===== src/rtl/sink_latch_pkg.sv =====
package sink_latch_pkg;

    // Mode code is the concatenation {clr_n, en_n}.
    typedef enum logic [1:0] {
        MODE_DECODE = 2'b00,
        MODE_CLEAR  = 2'b01,
        MODE_WRITE  = 2'b10,
        MODE_HOLD   = 2'b11
    } bank_mode_e;

    function automatic bank_mode_e mode_of(input logic clr_n, input logic en_n);
        return bank_mode_e'({clr_n, en_n});
    endfunction

endpackage


===== src/rtl/sink_mode_select.sv =====
module sink_mode_select
    import sink_latch_pkg::*;
(
    input  logic       clr_ni,
    input  logic       en_ni,
    output bank_mode_e mode_o,
    output logic       wr_sel_o,
    output logic       wipe_o
);

    always_comb begin
        mode_o = mode_of(clr_ni, en_ni);
        // wr_sel_o: the addressed bit is loaded from data
        wr_sel_o = (mode_o == MODE_WRITE) || (mode_o == MODE_DECODE);
        // wipe_o: the bits that are not addressed are forced OFF
        wipe_o = (mode_o == MODE_DECODE) || (mode_o == MODE_CLEAR);
    end

endmodule


===== src/rtl/sink_addr_onehot.sv =====
module sink_addr_onehot #(
    parameter int NUM_OUT = 8,
    parameter int ADDR_W  = 3
) (
    input  logic [ADDR_W-1:0]  addr_i,
    output logic [NUM_OUT-1:0] sel_o
);

    for (genvar gi = 0; gi < NUM_OUT; gi++) begin : g_sel
        assign sel_o[gi] = (addr_i == ADDR_W'(gi));
    end

endmodule


===== src/rtl/addr_sink_latch.sv =====
module addr_sink_latch
    import sink_latch_pkg::*;
#(
    parameter int NUM_OUT = 8,
    localparam int ADDR_W = (NUM_OUT > 1) ? $clog2(NUM_OUT) : 1
) (
    input  logic               clk_i,
    input  logic               rst_ni,
    input  logic [ADDR_W-1:0]  addr_i,
    input  logic               data_i,
    input  logic               en_ni,
    input  logic               clr_ni,
    output logic [NUM_OUT-1:0] on_o,
    output logic [NUM_OUT-1:0] pin_o
);

    typedef struct packed {
        logic [NUM_OUT-1:0] on;
    } bank_state_t;

    bank_state_t        state_d, state_q;
    bank_mode_e         mode;
    logic               wr_sel;
    logic               wipe;
    logic [NUM_OUT-1:0] sel;

    sink_mode_select u_mode (
        .clr_ni   (clr_ni),
        .en_ni    (en_ni),
        .mode_o   (mode),
        .wr_sel_o (wr_sel),
        .wipe_o   (wipe)
    );

    sink_addr_onehot #(
        .NUM_OUT (NUM_OUT),
        .ADDR_W  (ADDR_W)
    ) u_sel (
        .addr_i (addr_i),
        .sel_o  (sel)
    );

    // Next-state: each bit is loaded from data, forced OFF or kept.
    always_comb begin
        state_d = state_q;
        for (int i = 0; i < NUM_OUT; i++) begin
            if (wr_sel && sel[i]) begin
                state_d.on[i] = data_i;
            end else if (wipe) begin
                state_d.on[i] = 1'b0;
            end
        end
    end

    always_ff @(posedge clk_i or negedge rst_ni) begin
        if (!rst_ni) begin
            state_q <= '0;
        end else begin
            state_q <= state_d;
        end
    end

    assign on_o  = state_q.on;
    assign pin_o = ~state_q.on;

    logic unused_mode;
    assign unused_mode = ^mode;

endmodule


===== config.mk =====
export PLATFORM = sky130hd
export DESIGN_NAME = addr_sink_latch
export DESIGN_NICKNAME = d
export VERILOG_FILES = /design/src/rtl/sink_latch_pkg.sv /design/src/rtl/sink_mode_select.sv /design/src/rtl/sink_addr_onehot.sv /design/src/rtl/addr_sink_latch.sv
export SDC_FILE = /design/constraint.sdc
export NUM_CORES = 1
export LEC_CHECK = 0
export BUFFER_PORTS_ARGS = -buffer_cell sky130_fd_sc_hd__buf_2
export CAP_MARGIN = 20
export CORE_AREA = 4 4 41 43
export CTS_CLUSTER_SIZE = 25
export DETAILED_ROUTE_END_ITERATION = 10
export DIE_AREA = 0 0 45 47
export GPL_ROUTABILITY_DRIVEN = 1
export PLACE_DENSITY = 0.77
export SKIP_LAST_GASP = 1
export SYNTH_ARGS = -nofsm -noshare
export SYNTH_HDL_FRONTEND = slang
export SYNTH_HIERARCHICAL = 1
export SYNTH_SLANG_ARGS = --single-unit

===== constraint.sdc =====
create_clock -name clk_i -period 0.8 [get_ports clk_i]
set_input_delay 0.12 -clock clk_i [delete_from_list [all_inputs] [get_ports clk_i]]
set_output_delay 0.12 -clock clk_i [all_outputs]
set_load 0.05 [all_outputs]

* After elaboration in Yosys (flattened, before gate mapping) *
Cells that the tools add are included.

storage, ports and cells
  register bits after elaboration = 8
  input bits = 8
  output and inout bits = 16
  word-level logic and storage cells = 47

cells by class
  equal/unequal tests = 9
  muxes and demuxes = 9
  bitwise operators = 1
  reduce and logical (&&, ||, !) cells = 20

operators by type and width
  cell                                                                    count
  2-bit nonzero test                                                      8
  3-bit equality test (second input constant)                             4
  1-bit 2-to-1 mux                                                        9
  1-bit logical AND                                                       8
  8-bit NOT                                                               1
  3-bit by 2-bit equality test with 1-bit output (second input constant)  2
  3-bit by 1-bit equality test with 1-bit output (second input constant)  1
  3-bit logical NOT                                                       1
  2-bit by 1-bit equality test with 1-bit output (second input constant)  1
  2-bit equality test (second input constant)                             1
  2-bit logical NOT                                                       1
  1-bit logical OR                                                        2

* Depth between registers and ports, before layout *
Gate-level depths: netlist of the first run.

  depth after elaboration = 4
  gate-level depth with buffers = 4
  gate-level depth less buffers = 3

* Modules after synthesis *
The synthesis of the first run kept the hierarchy.

modules (own cells, without submodules)
  module            instances  cells an instance  area an instance (um^2)  seq. area each (um^2)
  addr_sink_latch   1          43                 420.4                    200.2
  sink_addr_onehot  1          8                  65.1                     0.0
  sink_mode_select  1          4                  22.5                     0.0

* Worst setup path after synthesis of the first run *
OpenSTA, ideal clock, no wires.

  kind = reg-to-reg
  start point = register on_o[1] (netlist name)
  end point = register state_q (netlist bit on_o[1])
  setup time = 0.093 ns
  data arrival time = 1.256 ns
  required time = 0.707 ns
  setup slack = -0.549 ns
  stages on the path, launching flop included = 3
  path buffers = 0
  period minus slack after synthesis = 1.349 ns
  cell sequence = dfrtp_1 inv_1 o31ai_2

RTL lines
  what                    RTL line               RTL
  end signal: assignment  addr_sink_latch.sv:59  state_q <= state_d;
  end: declaration        addr_sink_latch.sv:21  bank_state_t state_d, state_q;

* Worst setup path after layout of the first run *
  start point = register state_q (netlist bit on_o[2])
  end point = output port pin_o[2]

on the way
  word-level cells in the longest chain between the ends = 1

RTL lines
  what              RTL line               RTL
  8-bit NOT         addr_sink_latch.sv:64  assign pin_o = ~state_q.on;
  end: declaration  addr_sink_latch.sv:14  output logic [NUM_OUT-1:0] pin_o

No other way between the ends.

==> impl_metrics.py, run 1 <==
metrics = {
    "routing": {
        "drc": 0,
        "antenna_left": 0,
        "dr_total_vias": 497,
        "first_pass_iters": 4,
        "wl_per_cell_microns": 15.0,
        "viasPerCell": 4.92,
        "drt_iter0_drc": 8,
        "wl_microns": 1510,
    },
    "worst_setup_path": {
        "cp-start-kind": "flop",
        "r2r_end": "on_o[4]$_DFFE_PN0P_",
        "cp-startpoint": "on_o[2]$_DFFE_PN0P_",
        "required_ns": 0.68,
        "ff2ff_setup_slack_ns": -0.22,
        "reg2reg_depth": 4,
        "criticalPathCategory": "reg -> out",
        "crit_path_max_fanout": 2,
        "critPathArrivalTime_ns": 0.94,
        "r2r_start": "on_o[4]$_DFFE_PN0P_",
        "crit_end": "pin_o[2]",
        "critical_path.endpoint_type": "primary output",
    },
    "place": {
        "dpl_worst_slack_ns": -0.243,
        "place_hpwl_microns": 948,
        "place_inst": 90,
        "gp_congestion": 0.748,
        "io_buffers": 23,
    },
    "global_route": {
        "grt_pass1_wl_microns": 2130,
        "grt_pass1_vias": 484,
        "grt_start_max_net_pins": 17,
        "overflow": 0,
        "antenna_found_initial": 0,
        "track_usage": 0.154,
    },
    "sta": {
        "min_period_ns": 1.06,
        "setup_viol": 24,
        "skew_ns": 0,
        "hold_viol": 0,
        "fmax_mhz": 947,
        "final.setup.worst_slack_ns": -0.256,
        "fin_setup_tns_ns": -4.49,
        "slew_headroom": 0.655,
        "drv_slew": 0,
        "min_period_over_period": 1.32,
        "rsz0062_at_grt": "true",
        "worst_pin_slew_ns": 0.516,
    },
    "power": {
        "p_per_area_nw_per_um2": 1190,
        "peakVddDrop_uv": 581,
        "power.total_w": 0.00112,
        "p_leak_nw": 0.407,
    },
    "min_path": {
        "hold_class": "in -> reg",
    },
    "floorplanning": {
        "rows": 13,
        "die_y_microns": 47,
        "core_sq_um": 1300,
        "die_area_sq_um": 2120,
        "ios": 24,
        "die_w_microns": 45,
        "start_util": 0.379,
    },
    "clock_tree": {
        "cts_buffers": 3,
        "cts.path.max_buffers": 2,
        "clock_sinks": 8,
        "cts_tree": "yes",
        "cts_max_level": 1,
        "insertion_delay_ns": 0.26,
        "root_buffer": "clkbuf_4",
        "path_clk_slew_ns": 0.05,
    },
    "status": {
        "failed_checks": "negative setup slack",
        "status": "finished, violations left",
    },
    "layout": {
        "fin_util": 0.718,
        "fillers": 94,
        "synthToLayoutAreaGrowth_pct": 89.6,
        "nets": 96,
        "finalNonFillerCells": 101,
        "largest_reg_flops": 8,
        "drive_gt1_frac": 0.802,
        "antennaDiodeCount": 0,
    },
    "logic_synthesis": {
        "synthesis.area_sq_um": 493,
        "syn_nets": 61,
        "synth_area_per_cell_sq_um": 9.30,
        "yosysWarningCount": 6,
        "syn_inst": 53,
    },
    "flow_run": {
        "cap_violations": 0,
    },
}
worst min path at each step:
stage | startpoint | to | slack (ns) | cells after the start
finish | data_i | on_o[3]$_DFFE_PN0P_ | 0.20 | 3
global route | data_i | on_o[3]$_DFFE_PN0P_ | 0.20 | 3
CTS | data_i | on_o[5]$_DFFE_PN0P_ | 0.18 | 3
detailed placement | rst_ni | on_o[7]$_DFFE_PN0P_ | -0.03 | 1
global placement | rst_ni | on_o[7]$_DFFE_PN0P_ | -0.03 | 1
floorplan | rst_ni | on_o[0]$_DFFE_PN0P_ | -0.18 | 0
routing by layer:
metal	share of wire	vias to the layer above	global-route usage
met3	0.060	8	0.0460
li1	-	245	-
met4	0.046	0	0.140
met2	0.49	18	0.237
met5	0	-	0
met1	0.40	226	0.171
cells in the final DEF (no fill, tap or decap), drive strengths merged:
cell type	count
o31ai	8
buf	32
clkinvlp	8
and2	8
clkbuf	3
nor3	1
nand3	8
nor3b	3
and3	1
dfrtp	8
inv	2
dlygate4sd3	1
and3b	3
per-stage QoR:
| stage | area (sq um) | hold WS (ns) |
|---|---|---|
| CTS | 882 | 0.184 |
| detailed placement | 663 | -0.0320 |
| global placement | 663 | -0.0339 |
| finish | 935 | 0.204 |
| floorplan | 533 | -0.176 |
| global route | 935 | 0.202 |
cell type report:
type | count | area, sq um | area share
multi-input combinational | 32 | 297 | 0.317
tap | 15 | 18.8 | 0.0201
inverter | 10 | 67.6 | 0.0723
timing repair buffer | 33 | 319 | 0.341
clock buffer | 3 | 22.5 | 0.0241
sequential | 8 | 210 | 0.225
repair_timing:
item                                   in CTS  in global routing
endpoints found under the hold margin       8                  0
hold buffers                                1                  0
setup buffers                               7                  2
pin swaps                                   0                  2
gates resized for setup                    37                 13
setup endpoints to repair                  20                 23
worst max-delay path, stage by stage (launching register included):
cell and delay, ns:
dfrtp_2 0.42, clkinvlp_4 0.10, buf_8 0.14
where the power goes:
group | leakage [nW] | switching [W] | internal, W
clock network | 0.0138 | 0.000151 | 0.000173
logic | 0.296 | 0.000212 | 0.000140
registers | 0.0971 | 0.0000176 | 0.000422
(Power assumes the default switching activity.)
==> run 2: changes to the inputs <==
Settings changed: PLACE_DENSITY 0.77 to 0.7, RECOVER_POWER set to 25, SYNTH_HIERARCHICAL 1 to not set.
==> run 2 against run 1 <==
  * Setup slack improved by 0.025 ns
  * The run still ends with negative setup slack left
  * Sequential cell count did not move
  * Register-to-register slack improved by 0.22 ns
  * Critical path type unchanged
  * Largest power group unchanged
  * Die area did not move
  * Clock skew did not move
==> impl_metrics.py, run 2 <==
metrics = {
    "status": {
        "status": "finished, violations left",
        "failed_checks": "negative setup slack",
    },
    "power": {
        "p_seq_frac": 0.423,
        "p_comb_frac": 0.288,
        "p_sw_w": 0.000328,
        "clockPowerShare": 0.289,
        "p_int_w": 0.000718,
        "power.total_w": 0.00105,
        "p_leak_nw": 0.349,
        "peakVddDrop_uv": 642,
        "swShare": 0.314,
        "p_per_area_nw_per_um2": 1300,
    },
    "routing": {
        "wl_per_cell_microns": 11.7,
        "wl_microns": 1050,
        "antenna_left": 0,
        "viasPerCell": 4.58,
        "drc": 0,
        "drt_iter0_drc": 11,
        "first_pass_iters": 2,
        "dr_total_vias": 412,
    },
    "logic_synthesis": {
        "synth.area.top_cells": "dfrtp_1 (47%), mux2i_1 (19%), and4bb_1 (8.8%)",
        "synthFlopType": "dfrtp_1",
        "seq_area_frac_synth": 0.469,
        "synth_edf_count": 0,
        "syn_nets": 50,
        "synth.top_cells.by_count": "inv_1 (9), dfrtp_1 (8), mux2i_1 (8), nand2_1 (8)",
        "synth.most_common_cell": "inv_1",
        "synth_top_area_share": 0.469,
        "synth_seq_cells": 8,
        "yosysTopAreaCell": "dfrtp_1",
        "yosysWarningCount": 0,
        "synth_area_per_cell_sq_um": 10.2,
        "async_flop_share": 1.00,
        "syn_inst": 42,
        "synthesis.area_sq_um": 427,
        "yosysUniqueCellTypes": 9,
    },
    "floorplanning": {
        "start_util": 0.328,
        "rows": 13,
        "core_sq_um": 1300,
        "ios": 24,
        "die_area_sq_um": 2120,
        "die_y_microns": 47,
        "die_w_microns": 45,
    },
    "layout": {
        "nets": 85,
        "antennaDiodeCount": 0,
        "drive_gt1_frac": 0.640,
        "fin_util": 0.620,
        "synthToLayoutAreaGrowth_pct": 89.1,
        "largest_reg_flops": 8,
        "post-route-cell-area_sq_um": 807,
    },
    "global_route": {
        "grt_start_max_net_pins": 9,
        "overflow": 0,
        "grt_pass1_wl_microns": 1810,
        "antenna_found_initial": 0,
        "track_usage": 0.121,
        "grt_pass1_vias": 431,
    },
    "clock_tree": {
        "clock_sinks": 8,
        "insertion_delay_ns": 0.25,
        "path_clk_slew_ns": 0.06,
        "cts_buffers": 3,
        "root_buffer": "clkbuf_4",
        "cts_max_level": 1,
        "cts_tree": "yes",
        "cts.path.max_buffers": 2,
    },
    "flow_run": {
        "cap_violations": 0,
    },
    "worst_setup_path": {
        "cp-startpoint": "on_o[1]$_DFFE_PN0P_",
        "critical_path.endpoint_type": "primary output",
        "r2r_start": "on_o[5]$_DFFE_PN0P_",
        "criticalPathCategory": "reg -> out",
        "crit_path_max_fanout": 3,
        "cp-start-kind": "flop",
        "critPathArrivalTime_ns": 0.91,
        "required_ns": 0.68,
    },
    "min_path": {
        "hold_class": "in -> reg",
        "worstHoldStart": "clr_ni",
    },
    "place": {
        "place_hpwl_microns": 763,
        "postPlaceCellArea_sq_um": 634,
        "gp_congestion": 0.686,
        "io_buffers": 23,
    },
    "sta": {
        "hold_viol": 0,
        "final.setup.worst_slack_ns": -0.231,
        "skew_ns": 0,
        "fin_setup_tns_ns": -3.01,
        "slew_headroom": 0.696,
        "rsz0062_at_grt": "true",
        "min_period_over_period": 1.29,
        "drv_slew": 0,
        "fmax_mhz": 970,
        "min_period_ns": 1.03,
        "worst_pin_slew_ns": 0.456,
        "setup_viol": 16,
    },
}
[run 2: cell count changes in the layout (fill, tap and decap cells not counted), moves of 4 or more]
cell     change
nand3_1      -8
and2_2       -5
o31ai_4      -4
mux2i_1      +8
nand2_1      +8
[run 2: logic make-up (layout without fill, tap and decap cells)]
family | Yosys count | after routing | share of synthesized area
flops | 8 | 8 | 0.469
mux | 8 | 8 | 0.188
buf+inv | 10 | 43 | 0.0880
simple gates | 16 | 16 | 0.255
[run 2: through the flow]
step	worst slack (ns)	instances	hold WS, ns
finish	-0.231	90	0.183
global route	-0.260	90	0.205
global placement	-0.158	84	-0.0234
CTS	-0.220	88	0.189
floorplan	-0.171	42	-0.176
detailed placement	-0.201	84	-0.0216
[run 2: metal layers]
| layer | up-vias | GRT usage | share of wire |
|---|---|---|---|
| met5 | - | 0 | 0 |
| met2 | 20 | 0.201 | 0.43 |
| met3 | 0 | 0.0460 | 0.10 |
| met1 | 184 | 0.139 | 0.46 |
| met4 | 0 | 0.0526 | 0 |
| li1 | 208 | - | - |
[run 2: final timing paths]
check	end	slack, ns	cells past startpoint
worst min register to register	on_o[3]$_DFFE_PN0P_	0.59	2
worst max-delay path	pin_o[1]	-0.23	2
min in group asynchronous	on_o[0]$_DFFE_PN0P_	0.32	2
worst max register to register	on_o[5]$_DFFE_PN0P_	0	3
worst min-delay path	on_o[3]$_DFFE_PN0P_	0.18	3
max in group asynchronous	on_o[6]$_DFFE_PN0P_	0.13	2
[run 2: timing repair]
action                                  CTS  global route
endpoints found under the setup margin   16            16
setup buffers                             0             2
gates resized for setup                  35             4
endpoints found under the hold margin     8             0
hold buffers                              1             0
[run 2: final cells by class]
cell class                 count  area (sq um)
clock buffer                   3          22.5
tap                           15          18.8
sequential                     8           210
multi-input combinational     24           189
fill                         116           494
inverter                       9          63.8
timing repair buffer          31           303
[run 2: power groups by stage]
stage                     sequential (W)  clock [W]  combinational, W
final                           0.000443   0.000302          0.000301
after global routing            0.000445   0.000327          0.000322
after floorplan                 0.000497          0          0.000100
after CTS                       0.000442   0.000315          0.000294
after global placement          0.000446          0          0.000241
after detailed placement        0.000446          0          0.000243
[run 2: critical path: stages, from the launching register on]
cell and delay, ns:
dfrtp_2 0.41, clkinvlp_4 0.10, buf_8 0.15
